===== src/rtl/wdog_pkg.sv =====
package wdog_pkg;

    localparam logic [7:0] KEY_ARM  = 8'h55;
    localparam logic [7:0] KEY_FIRE = 8'hAA;
    localparam int         MAX_EXP  = 24;

    typedef logic [2:0] rate_t;

    typedef struct packed {
        logic  win_en;
        logic  dbg_stop;
        rate_t rate;
    } wdog_cfg_t;

    typedef struct packed {
        logic  mask;
        logic  win_en;
        logic  dbg_stop;
        rate_t rate;
    } ctl_req_t;

    typedef enum logic [1:0] {
        SVC_NONE,
        SVC_ARM,
        SVC_FIRE,
        SVC_BAD
    } svc_kind_t;

    // Timeout exponent for a nonzero code; code 0 never counts.
    function automatic logic [4:0] rate_exp(rate_t r);
        case (r)
            3'd1:    return 5'd14;
            3'd2:    return 5'd16;
            3'd3:    return 5'd18;
            3'd4:    return 5'd20;
            3'd5:    return 5'd22;
            3'd6:    return 5'd23;
            default: return 5'd24;
        endcase
    endfunction

    function automatic svc_kind_t classify(logic wr, logic [7:0] d, logic armed);
        if (!wr)                     return SVC_NONE;
        if (d == KEY_ARM)            return SVC_ARM;
        if (d == KEY_FIRE && armed)  return SVC_FIRE;
        return SVC_BAD;
    endfunction

endpackage


===== src/rtl/wdog_ctrl_reg.sv =====
module wdog_ctrl_reg
    import wdog_pkg::*;
(
    input  logic      clk,
    input  logic      rst,
    input  logic      wr_i,
    input  ctl_req_t  req_i,
    input  logic      special_i,
    output wdog_cfg_t cfg_o,
    output logic      load_o
);

    wdog_cfg_t cfg_q;
    logic      locked;
    logic      accept;

    assign accept = wr_i && !req_i.mask && (!locked || special_i);
    assign load_o = accept;
    assign cfg_o  = cfg_q;

    always_ff @(posedge clk) begin
        if (rst) begin
            cfg_q  <= '0;
            locked <= 1'b0;
        end else if (wr_i) begin
            cfg_q.dbg_stop <= req_i.dbg_stop;
            if (accept) begin
                cfg_q.win_en <= req_i.win_en;
                cfg_q.rate   <= req_i.rate;
                locked       <= 1'b1;
            end
        end
    end


    lock_hold_chk: assert property (@(posedge clk) disable iff (rst)
        (locked && !special_i) |=> ($stable(cfg_q.rate) && $stable(cfg_q.win_en)));


    mask_keep_chk: assert property (@(posedge clk) disable iff (rst)
        (wr_i && req_i.mask) |=> ($stable(cfg_q.rate) && $stable(cfg_q.win_en)));

endmodule


===== src/rtl/wdog_timer.sv =====
module wdog_timer
    import wdog_pkg::*;
#(
    parameter int EXP_TRIM = 0
)(
    input  logic      clk,
    input  logic      rst,
    input  wdog_cfg_t cfg_i,
    input  logic      tick_i,
    input  logic      dbg_active_i,
    input  logic      special_i,
    input  logic      clear_i,
    output logic      en_o,
    output logic      win_mode_o,
    output logic      win_open_o,
    output logic      expire_o
);

    localparam int CW = MAX_EXP - EXP_TRIM + 1;

    logic [CW-1:0] cnt;
    logic [CW-1:0] period;
    logic [CW-1:0] win_start;
    logic [4:0]    exp_sel;
    logic          en;
    logic          ovr;
    logic          frozen;
    logic          run;

    always_comb begin
        en        = (cfg_i.rate != '0);
        ovr       = en && dbg_active_i && !cfg_i.dbg_stop && special_i;
        exp_sel   = ovr ? 5'(MAX_EXP) : rate_exp(cfg_i.rate);
        period    = CW'(1) << (exp_sel - 5'(EXP_TRIM));
        win_start = period - (period >> 2);
        frozen    = cfg_i.dbg_stop && dbg_active_i;
        run       = en && tick_i && !frozen;
    end

    assign en_o       = en;
    assign win_mode_o = cfg_i.win_en && !ovr;
    assign win_open_o = (cnt >= win_start);
    assign expire_o   = run && (cnt >= period - CW'(1));

    always_ff @(posedge clk) begin
        if (rst || clear_i) begin
            cnt <= '0;
        end else if (run) begin
            cnt <= cnt + CW'(1);
        end
    end


    freeze_hold_chk: assert property (@(posedge clk) disable iff (rst)
        (frozen && !clear_i) |=> $stable(cnt));


    tick_gate_chk: assert property (@(posedge clk) disable iff (rst)
        (!tick_i && !clear_i) |=> $stable(cnt));


    restart_zero_chk: assert property (@(posedge clk) disable iff (rst)
        clear_i |=> (cnt == '0));

endmodule


===== src/rtl/wdog_key_seq.sv =====
module wdog_key_seq
    import wdog_pkg::*;
(
    input  logic       clk,
    input  logic       rst,
    input  logic       en_i,
    input  logic       win_mode_i,
    input  logic       win_open_i,
    input  logic       svc_wr_i,
    input  logic [7:0] svc_data_i,
    input  logic       flush_i,
    output logic       ok_o,
    output logic       bad_o
);

    logic      armed;
    svc_kind_t kind;

    always_comb begin
        kind  = classify(svc_wr_i && en_i, svc_data_i, armed);
        ok_o  = 1'b0;
        bad_o = 1'b0;
        if (kind != SVC_NONE) begin
            if (win_mode_i && !win_open_i) begin
                bad_o = 1'b1;
            end else begin
                ok_o  = (kind == SVC_FIRE);
                bad_o = (kind == SVC_BAD);
            end
        end
    end

    always_ff @(posedge clk) begin
        if (rst || flush_i) begin
            armed <= 1'b0;
        end else if (kind != SVC_NONE) begin
            armed <= !bad_o && (kind == SVC_ARM);
        end
    end


    fire_needs_arm_chk: assert property (@(posedge clk) disable iff (rst)
        ok_o |-> armed);

endmodule


===== src/rtl/wdog_window.sv =====
module wdog_window
    import wdog_pkg::*;
#(
    parameter int EXP_TRIM = 0
)(
    input  logic       clk,
    input  logic       rst,
    input  logic       tick,
    input  logic       ctl_wr,
    input  logic       ctl_mask,
    input  logic       ctl_win,
    input  logic       ctl_dbg_stop,
    input  logic [2:0] ctl_rate,
    input  logic       svc_wr,
    input  logic [7:0] svc_data,
    input  logic       dbg_active,
    input  logic       special_mode,
    output logic       rst_req
);

    ctl_req_t  req;
    wdog_cfg_t cfg;
    logic      load;
    logic      en;
    logic      win_mode;
    logic      win_open;
    logic      expire;
    logic      svc_ok;
    logic      svc_bad;
    logic      fault;

    assign req   = '{mask: ctl_mask, win_en: ctl_win, dbg_stop: ctl_dbg_stop, rate: ctl_rate};
    assign fault = expire || svc_bad;

    wdog_ctrl_reg u_ctrl (
        .clk       (clk),
        .rst       (rst),
        .wr_i      (ctl_wr),
        .req_i     (req),
        .special_i (special_mode),
        .cfg_o     (cfg),
        .load_o    (load)
    );

    wdog_timer #(.EXP_TRIM(EXP_TRIM)) u_timer (
        .clk          (clk),
        .rst          (rst),
        .cfg_i        (cfg),
        .tick_i       (tick),
        .dbg_active_i (dbg_active),
        .special_i    (special_mode),
        .clear_i      (fault || svc_ok || load),
        .en_o         (en),
        .win_mode_o   (win_mode),
        .win_open_o   (win_open),
        .expire_o     (expire)
    );

    wdog_key_seq u_key (
        .clk        (clk),
        .rst        (rst),
        .en_i       (en),
        .win_mode_i (win_mode),
        .win_open_i (win_open),
        .svc_wr_i   (svc_wr),
        .svc_data_i (svc_data),
        .flush_i    (expire || load),
        .ok_o       (svc_ok),
        .bad_o      (svc_bad)
    );

    always_ff @(posedge clk) begin
        if (rst) begin
            rst_req <= 1'b0;
        end else begin
            rst_req <= fault;
        end
    end


    pulse_once_chk: assert property (@(posedge clk) disable iff (rst)
        (rst_req && !svc_wr) |=> !rst_req);


    early_svc_chk: assert property (@(posedge clk) disable iff (rst)
        (en && win_mode && !win_open && svc_wr) |=> rst_req);


    idle_quiet_chk: assert property (@(posedge clk) disable iff (rst)
        (!en && !$past(en)) |-> !rst_req);

endmodule


===== config.mk =====
export PLATFORM = sky130hd
export DESIGN_NAME = wdog_window
export DESIGN_NICKNAME = d
export VERILOG_FILES = /design/src/rtl/wdog_pkg.sv /design/src/rtl/wdog_ctrl_reg.sv /design/src/rtl/wdog_timer.sv /design/src/rtl/wdog_key_seq.sv /design/src/rtl/wdog_window.sv
export SDC_FILE = /design/constraint.sdc
export NUM_CORES = 1
export LEC_CHECK = 0
export BUFFER_PORTS_ARGS = -buffer_cell sky130_fd_sc_hd__buf_2
export CORE_ASPECT_RATIO = 0.6
export CORE_MARGIN = 10
export CORE_UTILIZATION = 45
export DETAILED_ROUTE_END_ITERATION = 8
export PLACE_DENSITY = 0.58
export SYNTH_ARGS = -nofsm -noshare
export SYNTH_HDL_FRONTEND = slang
export SYNTH_HIERARCHICAL = 1
export SYNTH_SLANG_ARGS = --single-unit

===== constraint.sdc =====
create_clock -name clk -period 5.3 [get_ports clk]
set_input_delay 0.53 -clock clk [delete_from_list [all_inputs] [get_ports clk]]
set_output_delay 0.53 -clock clk [all_outputs]
set_load 0.02 [all_outputs]

# Word-level counts from Yosys, hierarchy flattened
# Index checks and enable logic that the tools add are counted.
word_totals:
  register_bits: 33
  output_inout_bits: 1
  input_bits: 21
classes:
  n_mux: 17
  addsub: 3
  n_lt_le_gt_ge: 2
  eq_ne: 11
  n_reduce_logical: 31
  shifts: 1
ops:
  columns: ["operator", "n"]
  rows:
  - ["$ge A25 B25 Y1", 2]
  - ["$pmux W5 S6", 1]
  - ["$add A25 B1 Y25 const B", 1]
  - ["$shl A1 B5 Y25 const A", 1]
  - ["$sub A25 B1 Y25 const B", 1]
  - ["$sub A25 B23 Y25", 1]
  - ["$logic_and A1 B1 Y1", 14]
  - ["$mux W2", 6]
  - ["$eq A3 B3 Y1 const B", 3]
  - ["$mux W1", 9]
  - ["$eq A8 B7 Y1 const B", 1]
  - ["$eq A8 B8 Y1 const B", 1]
  - ["$logic_not A1 Y1", 7]
  - ["$logic_or A1 B1 Y1", 7]
  - ["$eq A3 B2 Y1 const B", 2]
  - ["$mux W5", 1]
  - ["$eq A2 B2 Y1 const B", 2]
  - ["$eq A3 B1 Y1 const B", 1]
  - ["$reduce_bool A3 Y1", 1]
  - ["$eq A2 B1 Y1 const B", 1]
  - ["$reduce_and A2 Y1", 1]
  - ["$reduce_bool A2 Y1", 1]

# Depth between registers and ports, before layout
logic_depth:
  depth_word: 16
  ltp_mapped: 25
  mapped_depth_nobuf: 22

# Hierarchy
# Netlist, hierarchy kept.
by_module_without_submodules:
  columns: ["mod", "instances", "area_each_um2", "cells_per_inst", "seq_area_each_um2"]
  rows:
  - ["wdog_timer", 1, 3781.1, 478, 500.5]
  - ["wdog_ctrl_reg", 1, 264.0, 27, 120.1]
  - ["wdog_key_seq", 1, 135.1, 15, 20.0]
  - ["wdog_window", 1, 43.8, 4, 20.0]

# Worst setup path before layout
# OpenSTA, ideal clock, no wires.
synth_timing:
  path_kind: "input-to-reg"
  startpoint: "input dbg_active"
  endpoint: "register u_timer.cnt[22]"
  path_stages: 22
  t_required_ns: 5.229
  setup_time_ns: 0.071
  path_slack_ns: 0.396
  arrival_ns: 4.833
  path_buffers: 2
  path_cell_list: "nand3b_4 -> nand2_1 -> or3_1 -> ha_1 -> inv_1 -> o21bai_1 -> or4_1 -> and4_1 -> ha_1 -> nand4_1 -> nor4_1 -> a21oi_1 -> o2111a_1 -> o21ai_0 -> a221o_1 -> nand2b_1 -> o2111a_1 -> or4_1 -> or2_2 -> buf_1 -> clkbuf_1 -> a21oi_1"
synth_rtl:
  columns: ["item", "line", "source"]
  rows:
  - ["start: declaration", "wdog_window.sv:16", "input logic dbg_active,"]
  - ["$logic_and A1 B1 Y1 (3 in series)", "wdog_timer.sv:32", "ovr = en && dbg_active_i && !cfg_i.dbg_stop && special_i;"]
  - ["$mux W5", "wdog_timer.sv:33", "exp_sel = ovr ? 5'(MAX_EXP) : rate_exp(cfg_i.rate);"]
  - ["$shl A1 B5 Y25", "wdog_timer.sv:34", "period = CW'(1) << (exp_sel - 5'(EXP_TRIM));"]
  - ["$sub A25 B23 Y25", "wdog_timer.sv:35", "win_start = period - (period >> 2);"]
  - ["$ge A25 B25 Y1", "wdog_timer.sv:42", "assign win_open_o = (cnt >= win_start);"]
  - ["via win_open", "wdog_window.sv:26", "logic win_open;"]
  - ["$logic_not A1 Y1", "wdog_key_seq.sv:24", "if (win_mode_i && !win_open_i) begin"]
  - ["$logic_and A1 B1 Y1", "wdog_key_seq.sv:24", null]
  - ["$mux W1", "wdog_key_seq.sv:24", null]
  - ["$mux W1", "wdog_key_seq.sv:23", "if (kind != SVC_NONE) begin"]
  - ["via svc_ok", "wdog_window.sv:28", "logic svc_ok;"]
  - ["$logic_or A1 B1 Y1 (2 in series)", "wdog_window.sv:52", ".clear_i (fault || svc_ok || load),"]
  - ["$logic_or A1 B1 Y1", "wdog_timer.sv:46", "if (rst || clear_i) begin"]
  - ["end signal: assignment", "wdog_timer.sv:49", "cnt <= cnt + CW'(1);"]
  - ["end: declaration", "wdog_timer.sv:21", "logic [CW-1:0] cnt;"]
# The timed path passes the listed nets, and every way through them passes these cells.
# A chain may end at the register's enable or synchronous reset.

# Final worst setup path
layout_timing:
  startpoint: "register u_ctrl.cfg_q, in the netlist u_ctrl/cfg_o[3]"
  endpoint: "register u_timer.cnt[24]"
layout_between:
  elab_chain_cells: 15
layout_rtl:
  columns: ["item", "line", "source"]
  rows:
  - ["start: declaration", "wdog_ctrl_reg.sv:13", "wdog_cfg_t cfg_q;"]
  - ["$logic_not A1 Y1", "wdog_timer.sv:32", null]
  - ["$logic_and A1 B1 Y1 (2 in series)", "wdog_timer.sv:32", null]
  - ["$mux W5", "wdog_timer.sv:33", null]
  - ["$shl A1 B5 Y25", "wdog_timer.sv:34", null]
  - ["$sub A25 B23 Y25", "wdog_timer.sv:35", null]
  - ["$ge A25 B25 Y1", "wdog_timer.sv:42", null]
  - ["via win_open", "wdog_window.sv:26", null]
  - ["$logic_not A1 Y1", "wdog_key_seq.sv:24", null]
  - ["$logic_and A1 B1 Y1", "wdog_key_seq.sv:24", null]
  - ["$mux W1", "wdog_key_seq.sv:24", null]
  - ["$mux W1", "wdog_key_seq.sv:23", null]
  - ["via svc_bad", "wdog_window.sv:29", "logic svc_bad;"]
  - ["$logic_or A1 B1 Y1", "wdog_window.sv:33", "assign fault = expire || svc_bad;"]
  - ["$logic_or A1 B1 Y1 (2 in series)", "wdog_window.sv:52", null]
  - ["$logic_or A1 B1 Y1", "wdog_timer.sv:46", null]
# The timed path passes the listed nets, and every way through them passes these cells.

==> impl_metrics.yaml <==
yosys:
  synthCells: 524
  synthDistinctLibCells: 66
  synth_edf_count: 0
  syn-cell-area_sq_um: 4224
  synth-compound-area-share_pct: 19.85
  ys_ff_latch: 33
  synthMuxAreaShare_pct: 1.896
  synth_xor_area_share_pct: 8.709
  yosys.cell_count.top_type: "ha_1"
  yosys.area_share.simple_pct: 25.06
  synth_common_cells: "ha_1 (79), a21oi_1 (46), nor2_1 (36), dfxtp_1 (33), inv_1 (29)"
  yosysTopAreaCell: "ha_1"
  synth_ff_type: "dfxtp_1"
  synth_fa_ha_area_share_pct: 23.87
  ys_async_sr_fraction_pct: 0
  ys_seq_area_share_pct: 15.64
  synth_top_family_by_area: "simple AND/OR/NAND/NOR gates"
  syn_area_per_cell_sq_um: 8.061
  netlist.area_leader.share_pct: 23.40
  synthTopCellsByArea: "ha_1 (23%), dfxtp_1 (16%), a21oi_1 (5.5%)"
  yosysWarnings: 6
timing:
  worst_pin_slew_ns: 0.6301
  timing.final.ws_setup_ns: 0.3180
  clock_skew_ns: 0.003102
  whs_ns: 0.4736
  fmax_mhz: 200.7
  post-route-period-util_pct: 94.00
  min_period_ns: 4.982
  setup_viol: 0
  slew_headroom_pct: 57.99
  finalHoldViolations: 0
  slew_violations: 0
  finalSetupTns_ns: 0
detailed_routing:
  drc: 0
  wl_um: 10900
  firstDrtPassIters: 5
  first_iter_violations: 229
  antenna_left: 0
  vias: 3954
  wire_per_inst_um: 15.18
  viasPerCell: 5.507
clocking:
  htreeDepth: 2
  cts_inserted_buffers: 5
  cts.path.max_buffers: 2
  cts_tree: "built"
  cts_sinks: 33
  cts-root-buf: "clkbuf_16"
  postCtsSetupBuffers: 0
  clk_pin_slew_ns: 0.05
  insertion_delay_ns: 0.27
critical_path:
  required_ns: 5.50
  r2r_cells: 20
  critPathSlowestCell: "or4_1"
  cp-start-kind: "flop"
  crit_chain: "nand3b_4 > nand2_1 > or3_1 > ha_1 > inv_1 > o21bai_1 > or4_1 > and4_1 > ha_1 > nand4_1 > nor4_2 > a21oi_1 > o2111a_1 > o21ai_0 > a221o_1 > nand2b_1 > o22ai_1 > or4_1 > or2_4 > a21oi_1"
  worst_path_largest_cell_delay_ns: 0.54
  crit_type: "flop to flop"
  cp-end-kind: "flop"
  cp-startpoint: "u_ctrl/cfg_o[3]"
  critPathArrivalTime_ns: 5.18
  cp_max_fo: 25
  reg2reg_from: "u_ctrl/cfg_o[3]"
outcome:
  status: "completed"
grt:
  grt.overflow.total: 0
  grt_pass1_wl_um: 17760
  grt_use_total_pct: 15.30
  grt_max_degree: 26
  antenna_found_initial: 0
  grt_pass1_vias: 3517
placed_design:
  port-buffer-count: 21
  dpl_worst_slack_ns: -0.03557
  gp_congestion: 0.9389
  dp_hpwl_um: 9020
power_and_ir_drop:
  powerDensity_nw_per_um2: 177.1
  leakage_nw: 2.349
  ir_drop_v: 0.0001435
floorplan:
  chipHeight_um: 95.05
  ios: 22
  start_util_pct: 46.14
  die_w_um: 145.1
  core_sq_um: 9155
  die_area_sq_um: 13790
  std_cell_rows: 27
finish:
  nets: 689
  diodes: 0
  drive_above_1_share_pct: 9.694
  syn_to_final_growth_pct: 13.48
  post-route-util_pct: 52.36
hold_path:
  worstHoldStart: "u_key/armed"
  min_path_cells: 2
  hp-class: "flop to flop"
flow_run:
  drv_cap: 0
[report_power, final]
part,internal (mW),total (mW),switching (mW)
logic,0.129,0.304,0.175
registers,0.252,0.257,0.00560
clock network,0.184,0.288,0.104
total,0.565,0.849,0.284
[cells by family after synthesis]
family,after synthesis
fa+ha+maj,80
simple gates,184
flops,33
mux,8
buf+inv,44
other cells,2
xor+xnor,42
compound gates,131
[per-layer routing]
metal	track usage, %	part of all wire, %	wire length [um]
met5	0	0	0
met1	24.00	55	6008
met3	2.080	5.9	639
met2	21.50	38	4149
met4	2.429	0.94	102
[worst max-delay path, delay by kind of cell (launching register included)]
family,cells,cell delay [ns]
and+or+nand+nor,10,2.81
AOI/OAI and AO/OA,7,0.93
adders and majority gates,2,0.62
DFF,1,0.39
buffers and inverters,1,0.14
[cell type report]
type / count / area [sq um]
flip-flops and latches: 33 / 663.1
inverters: 29 / 108.9
repair buffers: 30 / 172.7
well taps: 130 / 162.7
clock buffers: 6 / 138.9
fillers: 900 / 4362
clock inverters: 1 / 7.507
multi-input cells: 489 / 3540
[registers in the layout, summed over array words and instances (netlist names)]
signal         cells
rst_req            1
u_ctrl/cfg_o       5
u_key/armed        1
u_timer/cnt       25
u_ctrl/locked      1
[layout by cell type, fill, tap and decap left out, types with 3 or more instances in the layout]
cell,instances
a21o_1,15
a21oi_1,46
a31oi_1,5
and2_1,4
and3_1,9
and4_1,3
buf_2,21
buf_4,9
clkbuf_16,5
conb_1,44
dfxtp_1,31
ha_1,78
inv_1,29
mux2i_1,8
nand2_1,23
nand2b_1,16
nand3_1,17
nand4_1,20
nand4bb_1,3
nor2_1,36
nor2b_1,9
nor3_1,10
nor4_1,3
o21a_1,5
o21ai_0,26
o21ai_1,3
o21bai_1,3
o22ai_1,4
or3_1,11
or4_1,3
xnor2_1,18
xor2_1,24
[metrics by stage]
step | instances | power, mW | instance area [sq um]
floorplan | 566 | 0.4891 | 4382
global placement | 711 | 0.5351 | 4623
detailed placement | 711 | 0.5390 | 4623
CTS | 718 | 0.8319 | 4770
global route | 718 | 0.9108 | 4793
finish | 718 | 0.8490 | 4793
[what timing repair did]
action / 4_1_cts / 5_1_grt
gates resized for setup: 0 / 5
hold buffers: 0 / 0
endpoints found under the setup margin: 0 / 25
[final timing paths]
kind,endpoint,slack [ns]
max,u_timer/cnt[24],0.32
max reg2reg,u_timer/cnt[24],0.32
min reg2reg,u_key/armed,0.47
min,u_key/armed,0.47
Power figures use the tool's default switching activity.
